**config.mk**
```make
export PLATFORM = sky130hd
export DESIGN_NAME = i2cRegSlave
export DESIGN_NICKNAME = d
export VERILOG_FILES = /design/src/rtl/i2cRegPkg.sv /design/src/rtl/i2cRegSync.sv /design/src/rtl/i2cRegData.sv /design/src/rtl/i2cRegCtrl.sv /design/src/rtl/i2cRegSlave.sv
export SDC_FILE = /design/constraint.sdc
export NUM_CORES = 1
export LEC_CHECK = 0
export ABC_AREA = 1
export CAP_MARGIN = 10
export CORE_MARGIN = 1
export CORE_UTILIZATION = 55
export DETAILED_ROUTE_END_ITERATION = 16
export PLACE_DENSITY = 0.83
export SYNTH_ARGS = -nofsm -noshare
export SYNTH_HDL_FRONTEND = slang
export SYNTH_SLANG_ARGS = --single-unit
export TNS_END_PERCENT = 20
```
**constraint.sdc**
```tcl
create_clock -name clk -period 3.29 [get_ports clk]
set_input_delay 0.658 -clock clk [delete_from_list [all_inputs] [get_ports clk]]
set_output_delay 0.658 -clock clk [all_outputs]
set_load 0.02 [all_outputs]
```
**src/rtl/i2cRegPkg.sv**
```systemverilog
package i2cRegPkg;
  localparam int BYTE_W = 8;
  localparam int ID_W   = 7;

  typedef enum logic [3:0] {
    ST_IDLE, ST_DEVID, ST_DEVACK, ST_ADDR, ST_ADDRACK,
    ST_WDATA, ST_WACK, ST_RDATA, ST_RACK, ST_SKIP
  } busState_e;

  typedef struct packed {
    logic rxShift;
    logic txLoad;
    logic txShift;
    logic ptrLoad;
    logic ptrInc;
  } dpStrobe_t;
endpackage

```
**src/rtl/i2cRegSync.sv**
```systemverilog
module i2cRegSync #(
  parameter int W      = 2,
  parameter int STAGES = 2
) (
  input  logic         clk,
  input  logic         rstN,
  input  logic [W-1:0] din,
  output logic [W-1:0] dout
);
  logic [W-1:0] chain [STAGES];

  for (genvar s = 0; s < STAGES; s++) begin : g_stage
    if (s == 0) begin : g_first
      always_ff @(posedge clk or negedge rstN)
        if (!rstN) chain[s] <= '1;
        else       chain[s] <= din;
    end else begin : g_next
      always_ff @(posedge clk or negedge rstN)
        if (!rstN) chain[s] <= '1;
        else       chain[s] <= chain[s-1];
    end
  end

  assign dout = chain[STAGES-1];
endmodule

```
**src/rtl/i2cRegData.sv**
```systemverilog
module i2cRegData
  import i2cRegPkg::*;
#(
  parameter int PTR_W     = 4,
  parameter int LAST_ADDR = 8
) (
  input  logic              clk,
  input  logic              rstN,
  input  dpStrobe_t         strobe,
  input  logic              sdaBit,
  input  logic [BYTE_W-1:0] regRdata,
  output logic [BYTE_W-1:0] rxByte,
  output logic              txMsb,
  output logic [PTR_W-1:0]  ptr
);
  localparam logic [PTR_W-1:0] LAST_PTR = PTR_W'(LAST_ADDR);

  logic [BYTE_W-1:0] txReg;

  always_ff @(posedge clk or negedge rstN) begin
    if (!rstN) begin
      rxByte <= '0;
      txReg  <= '1;
      ptr    <= '0;
    end else begin
      if (strobe.rxShift) rxByte <= {rxByte[BYTE_W-2:0], sdaBit};
      if (strobe.txLoad)       txReg <= regRdata;
      else if (strobe.txShift) txReg <= {txReg[BYTE_W-2:0], 1'b1};
      if (strobe.ptrLoad)     ptr <= rxByte[PTR_W-1:0];
      else if (strobe.ptrInc) ptr <= (ptr == LAST_PTR) ? '0 : ptr + 1'b1;
    end
  end

  assign txMsb = txReg[BYTE_W-1];
endmodule

```
**src/rtl/i2cRegCtrl.sv**
```systemverilog
module i2cRegCtrl
  import i2cRegPkg::*;
#(
  parameter int                  PREFIX_W  = 4,
  parameter logic [PREFIX_W-1:0] ID_PREFIX = 4'b1010,
  localparam int                 STRAP_W   = ID_W - PREFIX_W
) (
  input  logic               clk,
  input  logic               rstN,
  input  logic               sclRise,
  input  logic               sclFall,
  input  logic               startCond,
  input  logic               stopCond,
  input  logic               sdaBit,
  input  logic               initDone,
  input  logic               regBusy,
  input  logic [BYTE_W-1:0]  rxByte,
  input  logic [STRAP_W-1:0] strapId,
  output dpStrobe_t          strobe,
  output logic               regWr,
  output logic               ackOut,
  output logic               txActive
);
  localparam logic [3:0] FULL_CNT = 4'(BYTE_W);

  busState_e  state, nxt;
  logic [3:0] bitCnt;
  logic       ackDrive, ackNxt, isRead, readNxt, mAck;
  logic       rxPhase, ackPhase, byteEnd, ackEnd, idMatch, startOk;

  assign rxPhase  = (state == ST_DEVID) || (state == ST_ADDR) || (state == ST_WDATA);
  assign ackPhase = (state == ST_DEVACK) || (state == ST_ADDRACK) ||
                    (state == ST_WACK) || (state == ST_RACK);
  assign byteEnd  = sclFall && (bitCnt == FULL_CNT);
  assign ackEnd   = sclFall && (bitCnt == 4'd1);
  assign idMatch  = (rxByte[BYTE_W-1:1] == {ID_PREFIX, strapId});
  assign startOk  = startCond && initDone;

  always_comb begin
    nxt     = state;
    strobe  = '0;
    regWr   = 1'b0;
    ackNxt  = ackDrive;
    readNxt = isRead;
    if (rxPhase && sclRise) strobe.rxShift = 1'b1;
    if (state == ST_RDATA && sclFall && bitCnt != 4'd0 && bitCnt != FULL_CNT)
      strobe.txShift = 1'b1;
    unique case (state)
      ST_DEVID: if (byteEnd) begin
        if (idMatch) begin
          nxt = ST_DEVACK; ackNxt = 1'b1; readNxt = rxByte[0];
        end else nxt = ST_SKIP;
      end
      ST_ADDR: if (byteEnd) begin
        strobe.ptrLoad = 1'b1; ackNxt = 1'b1; nxt = ST_ADDRACK;
      end
      ST_WDATA: if (byteEnd) begin
        nxt = ST_WACK;
        if (!regBusy) begin
          regWr = 1'b1; strobe.ptrInc = 1'b1; ackNxt = 1'b1;
        end else ackNxt = 1'b0;
      end
      ST_RDATA: if (byteEnd) begin
        nxt = ST_RACK; strobe.ptrInc = 1'b1; ackNxt = 1'b0;
      end
      ST_DEVACK: if (ackEnd) begin
        ackNxt = 1'b0;
        if (isRead) begin nxt = ST_RDATA; strobe.txLoad = 1'b1; end
        else nxt = ST_ADDR;
      end
      ST_ADDRACK: if (ackEnd) begin ackNxt = 1'b0; nxt = ST_WDATA; end
      ST_WACK: if (ackEnd) begin
        ackNxt = 1'b0; nxt = ackDrive ? ST_WDATA : ST_SKIP;
      end
      ST_RACK: if (ackEnd) begin
        if (mAck) begin nxt = ST_RDATA; strobe.txLoad = 1'b1; end
        else nxt = ST_SKIP;
      end
      default: ;
    endcase
    if (stopCond) begin
      nxt = ST_IDLE; ackNxt = 1'b0;
    end else if (startOk) begin
      nxt = ST_DEVID; ackNxt = 1'b0;
    end
  end

  always_ff @(posedge clk or negedge rstN) begin
    if (!rstN) begin
      state    <= ST_IDLE;
      bitCnt   <= '0;
      ackDrive <= 1'b0;
      isRead   <= 1'b0;
      mAck     <= 1'b0;
    end else begin
      state    <= nxt;
      ackDrive <= ackNxt;
      isRead   <= readNxt;
      if (nxt != state || startOk)           bitCnt <= '0;
      else if (sclRise && bitCnt != FULL_CNT) bitCnt <= bitCnt + 1'b1;
      if (state == ST_RACK && sclRise) mAck <= ~sdaBit;
    end
  end

  assign ackOut   = ackPhase && ackDrive;
  assign txActive = (state == ST_RDATA);
endmodule

```
**src/rtl/i2cRegSlave.sv**
```systemverilog
module i2cRegSlave
  import i2cRegPkg::*;
#(
  parameter int                  PTR_W       = 4,
  parameter int                  LAST_ADDR   = 8,
  parameter int                  PREFIX_W    = 4,
  parameter logic [PREFIX_W-1:0] ID_PREFIX   = 4'b1010,
  parameter int                  SYNC_STAGES = 2,
  localparam int                 STRAP_W     = ID_W - PREFIX_W
) (
  input  logic               clk,
  input  logic               rstN,
  input  logic               sclIn,
  input  logic               sdaIn,
  output logic               sdaOe,
  input  logic [STRAP_W-1:0] strapId,
  input  logic               initDone,
  input  logic               regBusy,
  input  logic [BYTE_W-1:0]  regRdata,
  output logic               regRd,
  output logic               regWr,
  output logic [PTR_W-1:0]   regAddr,
  output logic [BYTE_W-1:0]  regWdata
);
  logic      sclS, sdaS, sclD, sdaD;
  logic      sclRise, sclFall, startCond, stopCond;
  logic      ackOut, txActive, txMsb;
  dpStrobe_t strobe;

  i2cRegSync #(.W(2), .STAGES(SYNC_STAGES)) sync_i (
    .clk(clk), .rstN(rstN), .din({sclIn, sdaIn}), .dout({sclS, sdaS})
  );

  always_ff @(posedge clk or negedge rstN)
    if (!rstN) begin sclD <= 1'b1; sdaD <= 1'b1; end
    else       begin sclD <= sclS; sdaD <= sdaS; end

  assign sclRise   = sclS & ~sclD;
  assign sclFall   = ~sclS & sclD;
  assign startCond = sclS & sclD & sdaD & ~sdaS;
  assign stopCond  = sclS & sclD & ~sdaD & sdaS;

  i2cRegCtrl #(.PREFIX_W(PREFIX_W), .ID_PREFIX(ID_PREFIX)) ctrl_i (
    .clk(clk), .rstN(rstN), .sclRise(sclRise), .sclFall(sclFall),
    .startCond(startCond), .stopCond(stopCond), .sdaBit(sdaS),
    .initDone(initDone), .regBusy(regBusy), .rxByte(regWdata),
    .strapId(strapId), .strobe(strobe), .regWr(regWr),
    .ackOut(ackOut), .txActive(txActive)
  );

  i2cRegData #(.PTR_W(PTR_W), .LAST_ADDR(LAST_ADDR)) data_i (
    .clk(clk), .rstN(rstN), .strobe(strobe), .sdaBit(sdaS),
    .regRdata(regRdata), .rxByte(regWdata), .txMsb(txMsb), .ptr(regAddr)
  );

  assign regRd = strobe.txLoad;
  assign sdaOe = ackOut | (txActive & ~txMsb);
endmodule

```
# Word-level counts from Yosys, hierarchy flattened

Cells that the tools add are included.

$add $sub $neg: 2
Muxes and demuxes: 44
Reduce and logical (&&, ||, !) cells: 24
Equal/unequal tests: 20
Bitwise logic cells: 14

Operators with widths:

| operator                                               | number |
|---|---|
| 2-to-1 mux 4 bit                                       | 18 |
| one-hot mux 4 bit (8 select lines)                     | 1 |
| inequality test 4 x 1 -> 1 bit (second input constant) | 6 |
| 2-to-1 mux 1 bit                                       | 19 |
| equality test 4 x 3 -> 1 bit (second input constant)   | 4 |
| 2-to-1 mux 8 bit                                       | 2 |
| equality test 4 bit (second input constant)            | 3 |
| logical AND 1 bit                                      | 10 |
| adder 4 x 1 -> 4 bit (second input constant)           | 2 |
| AND 1 bit                                              | 8 |
| equality test 4 x 1 -> 1 bit (second input constant)   | 2 |
| equality test 4 x 2 -> 1 bit (second input constant)   | 2 |
| equality test 7 bit                                    | 1 |
| AND reduction 7 bit                                    | 1 |
| nonzero test 7 bit                                     | 1 |
| logical OR 1 bit                                       | 6 |
| nonzero test 2 bit                                     | 3 |
| inverter 1 bit                                         | 5 |
| one-hot mux 1 bit (5 select lines)                     | 1 |
| inequality test 4 bit                                  | 1 |
| inequality test 4 bit (second input constant)          | 1 |
| one-hot mux 1 bit (2 select lines)                     | 2 |
| nonzero test 4 bit                                     | 1 |
| 2-to-1 mux 3 bit                                       | 1 |
| other kinds (3)                                        | 3 |

Bits in registers: 37
Input port bits: 17
Word-level logic and storage cells: 116
Output and inout bits: 15

# Longest topological paths before layout

Gate-level depths: netlist of the first run.

Depth in word-level cells: 10
Depth in mapped cells: 15

# Hierarchy

A second synthesis of the first run with hierarchy kept.

Cells, all modules: 313
Area total of the unflattened synthesis: 2253.4 um2

Modules (own cells, without submodules):

| module      | seq. area each (um2) | cells each | instances | area each (um2) |
|---|---|---|---|---|
| i2cRegCtrl  | 275.3                | 184        | 1         | 1088.5 |
| i2cRegData  | 510.5                | 106        | 1         | 935.9 |
| i2cRegSync  | 105.1                | 6          | 1         | 120.1 |
| i2cRegSlave | 52.6                 | 17         | 1         | 108.9 |

# Worst setup path before layout of the first run

No wires, ideal clock.

Path kind: register to output
Start: register ctrl_i.bitCnt[0]
End: output regWr
Setup slack: 1.181 ns
Required time: 2.632 ns
Cell stages (with the launch flop): 7
Arrival: 1.451 ns
Cells stage by stage: dfrtp_1 -> inv_1 -> ha_1 -> nand3_1 -> nor2_2 -> inv_2 -> nor3_1

Word-level cells in the longest chain between the ends: 4

RTL lines:

| item                   | line              | source |
|---|---|---|
| from (decl)            | i2cRegCtrl.sv:27  | `logic [3:0] bitCnt;` |
| from (signal assigned) | i2cRegCtrl.sv:100 | `else if (sclRise && bitCnt != FULL_CNT) bitCnt <= bitCnt + 1'b1;` |
| equality test 4 bit    | i2cRegCtrl.sv:34  | `assign byteEnd = sclFall && (bitCnt == FULL_CNT);` |
| logical AND 1 bit      | i2cRegCtrl.sv:34  |  |
| 2-to-1 mux 1 bit       | i2cRegCtrl.sv:57  | `ST_WDATA: if (byteEnd) begin` |
| 2-to-1 mux 1 bit       | i2cRegCtrl.sv:48  | `unique case (state)` |
| to (decl)              | i2cRegSlave.sv:21 | `output logic regWr,` |

Every way passes these cells.

# Worst setup path after layout of the first run

Start: register sclD
End: output regRd

Word-level cells in the longest chain between the ends: 4

RTL lines:

| item                                 | line                               | source |
|---|---|---|
| from (decl)                          | i2cRegSlave.sv:25                  | `logic sclS, sdaS, sclD, sdaD;` |
| from (signal assigned)               | i2cRegSlave.sv:36                  | `else begin sclD <= sclS; sdaD <= sdaS; end` |
| AND 1 bit *                          | i2cRegSlave.sv:39                  | `assign sclFall = ~sclS & sclD;` |
| logical AND 1 bit *                  | i2cRegCtrl.sv:35                   | `assign ackEnd = sclFall && (bitCnt == 4'd1);` |
| 2-to-1 mux 1 bit (on tied branches)  | i2cRegCtrl.sv:75, i2cRegCtrl.sv:66 |  |
| one-hot mux 1 bit (2 select lines) * | i2cRegCtrl.sv:48                   |  |
| to (decl)                            | i2cRegSlave.sv:20                  | `output logic regRd,` |

Every way passes the cells marked *; elsewhere a longest branch is shown, timed or not.

==> results of run 1 <==
-- layout make-up --
cell class              instances  area, sq um  share of cell area
well taps                      48         60.1              0.0228
clock buffers                   5         68.8              0.0262
multi-input cells             196         1030               0.390
clock inverters                 3         21.3             0.00809
repair buffers                 32          318               0.121
inverters                      51          193              0.0733
flip-flops and latches         37          943               0.359
-- final timing paths --
kind,endpoint,startpoint,cells past startpoint,slack [ps]
max reg2reg,ctrl_i.bitCnt[3]$_DFFE_PN0P_,ctrl_i.bitCnt[0]$_DFFE_PN0P_,14,1170
max,regRd,sclD$_DFF_PN1_,7,350
max in group asynchronous,data_i.txReg[2]$_DFFE_PN1P_,rstN,2,2170
min,sync_i.dout[0]$_DFF_PN1_,sync_i.chain[2]$_DFF_PN1_,0,360
min in group asynchronous,data_i.rxByte[4]$_DFFE_PN0P_,rstN,2,770
min reg2reg,sync_i.dout[0]$_DFF_PN1_,sync_i.chain[2]$_DFF_PN1_,0,360
-- metal layers --
layer / global-route usage / wire (um)
met3: 0.0458 / 202
met1: 0.320 / 2040
met4: 0.0806 / 63
met5: 0 / 0
met2: 0.382 / 2100
-- layout by cell type, fill, tap and decap left out, drive strengths merged, types with 3 or more instances in the layout --
master,count
a21oi,12
clkbuf,5
clkdlybuf4s50,31
dfrtp,23
dfstp,14
ha,5
inv,51
mux2,3
nand2,74
nand3,20
nor2,40
nor3,3
o21ai,18
o221ai,6
xor2,5
-- sequential cells by signal, summed over array words and instances (netlist names) --
signal / flops
ctrl_i.ackDrive: 1
ctrl_i.bitCnt: 4
ctrl_i.isRead: 1
ctrl_i.mAck: 1
ctrl_i.state: 4
data_i.ptr: 4
data_i.rxByte: 8
data_i.txReg: 8
sclD: 1
sdaD: 1
sync_i.chain: 2
sync_i.dout: 2
-- cell families (layout without fill, tap and decap cells) --
group	Yosys count	in the layout	synth area share
buf+inv	53	91	0.0928
simple gates	141	141	0.291
compound gates	41	41	0.113
flops	37	37	0.435
fa+ha+maj	5	5	0.0288
xor+xnor	6	6	0.0242
mux	3	3	0.0156
-- metrics by stage --
stage | area [sq um] | util | setup slack, ps | hold WS [ps] | power (mW)
2_1_floorplan | 2170 | - | 1180 | 345 | 1.14
3_3_place_gp | 2540 | 0.684 | 711 | 346 | 1.34
3_5_place_dp | 2540 | 0.684 | 658 | 347 | 1.35
4_1_cts | 2630 | 0.708 | 350 | 359 | 1.67
5_1_grt | 2630 | 0.708 | 188 | 362 | 1.79
6_report | 2630 | 0.708 | 346 | 357 | 1.66
-- power breakdown --
part / switching [mW] / internal (mW) / leakage, nW
registers: 0.0943 / 0.573 / 0.448
clock network: 0.166 / 0.150 / 0.0445
logic: 0.413 / 0.265 / 0.830
total: 0.673 / 0.989 / 1.32
==> summary.md, run 1 <==
| Metric | Value |
|---|---|
| Diodes inserted | 0 |
| Fin Setup TNS | 0 ps |
| Bufs on Longest Clock Path | 2 |
| Synthesis-to-layout area growth | 21.2% |
| Crit path required time | approximately 2600 ps |
| Worst Skew | roughly 9 ps |
| Hold Buf Count CTS | 0 |
| Synth Instances | 286 |
| Synth area leaders | dfrtp_1 27%, dfstp_2 17%, nand2_1 12% |
| Worst path bufs/invs | 3 |
| Row cnt | 22 |
| Worst-path clk slew | 70 ps |
| Final Wtd Congestion | roughly 0.95 |
| # fillers | 318 |
| Worst path max stage delay | 630 ps |
| Hold Fails Final Rpt | 0 |
| Starting Density | 0.584 |
| GR Overflow Total | 0 |
| CP startpoint kind | flip-flop |
| Syn Area/Cell | 7.59 sq um |
| Fmax | around 340 MHz |
| Critical-path top delay cell | clkdlybuf4s50_1 |
| Max-cap violation count | 0 |
| Share of cells above drive strength 1 | 0.176 |
| Drt total wl | 4410 um |
| Post-synth EDFFs | 0 |
| DRT antenna net count | 0 |
| Leakage | 1.32 nW |
| Slew Viols, Final | 0 |
| Ys async rst share | 1.00 |
| Tightest Pin Transition | 436 ps |
| Vias post-DR | between 1,500 and 2,000 |
| Primary FF master, synth | dfrtp_1 |
| Crit-path max FO | 9 |
| Die W | 64.8 um |
| Iter 0 DRT Violations | ~140 |
| Most frequent cells after synthesis | 70 x nand2_1, 41 x inv_1, 29 x nor2_1, 23 x dfrtp_1, 17 x nand3_1 |
| Kind of critical path | flip-flop to output port |
| Die outline height | 64.8 um |
| Area of the mapped netlist | roughly 2200 sq um |
| Global-route wire length before repair | 7620 um |
| CP Cell Sequence | inv_2 > nor2_1 > nand3_1 > nor3_2 > nor2_1 > inv_2 > clkdlybuf4s50_1 |
| RSZ-0062 raised after global routing | no |
| Post_cts resized | 0 |
| # clock sinks | 37 |
| CTS tree | done |
| Seq/Total Area, Yosys | 0.435 |
| Nets | ~350 |
| Worst Path Arrival | between 2000 and 2500 ps |
| Yosys top cell area share | 0.265 |
| Top-count cell post-synth | nand2_1 |
| Total setup buffers inserted after CTS | 0 |
| Root buf cell | clkbuf_8 |
| Non-Filler Instances | 372 |
| VDD IR-drop max | approximately 350 uV |
| DRT Pass-1 Iters | 4 |
| Pwr/cell area | 632 nW/um^2 |
| Yosys warns | 0 |
| Crit end category | output port |
| Vias in the first global route | 1,742 |
| Seq cells post-synth | 37 |
| Largest area contributor in the netlist | dfrtp_1 |
| Post-Place Cells | roughly 360 |
| Total core area | ~3700 sq um |
| Initial antenna violation count | 0 |
| Top delay family on crit path | buffers and inverters |
| Buffers on Ports | 31 |
| Die area | 4200 sq um |
| Unique masters post-synth | 31 |
| Relative slew slack | 0.709 |
| Post-DP HPWL | 3480 um |
| Net count after synthesis | 308 |
| TritonCTS buffer count | 5 |
| Clock latency on the worst-skew pair | around 290 ps |
| Detailed-route DRC error count | 0 |
| Routed len/inst | about 12 um |
| Period Utilization, post-route | 0.895 |
| Minimum clock period | just under 3000 ps |
| Vias per inst | between 5 and 6 |
| Largest net degree at the start of global routing | 38 |
| CTS H-tree lvls | 2 |
| I/O pins | 32 |
| Total track usage | 0.238 |
| Final setup fails | 0 |
| Status | finished clean |
| Hold WC Path Type | flip-flop to flip-flop |
No activity file was read; power rests on OpenSTA's default activity.
==> run 2: changes to the inputs <==
Settings changed: ABC_CLOCK_PERIOD_IN_PS from default to 3290.
==> results of run 2 <==
No change in the layout: final DEF, timing and power equal those of run 1.
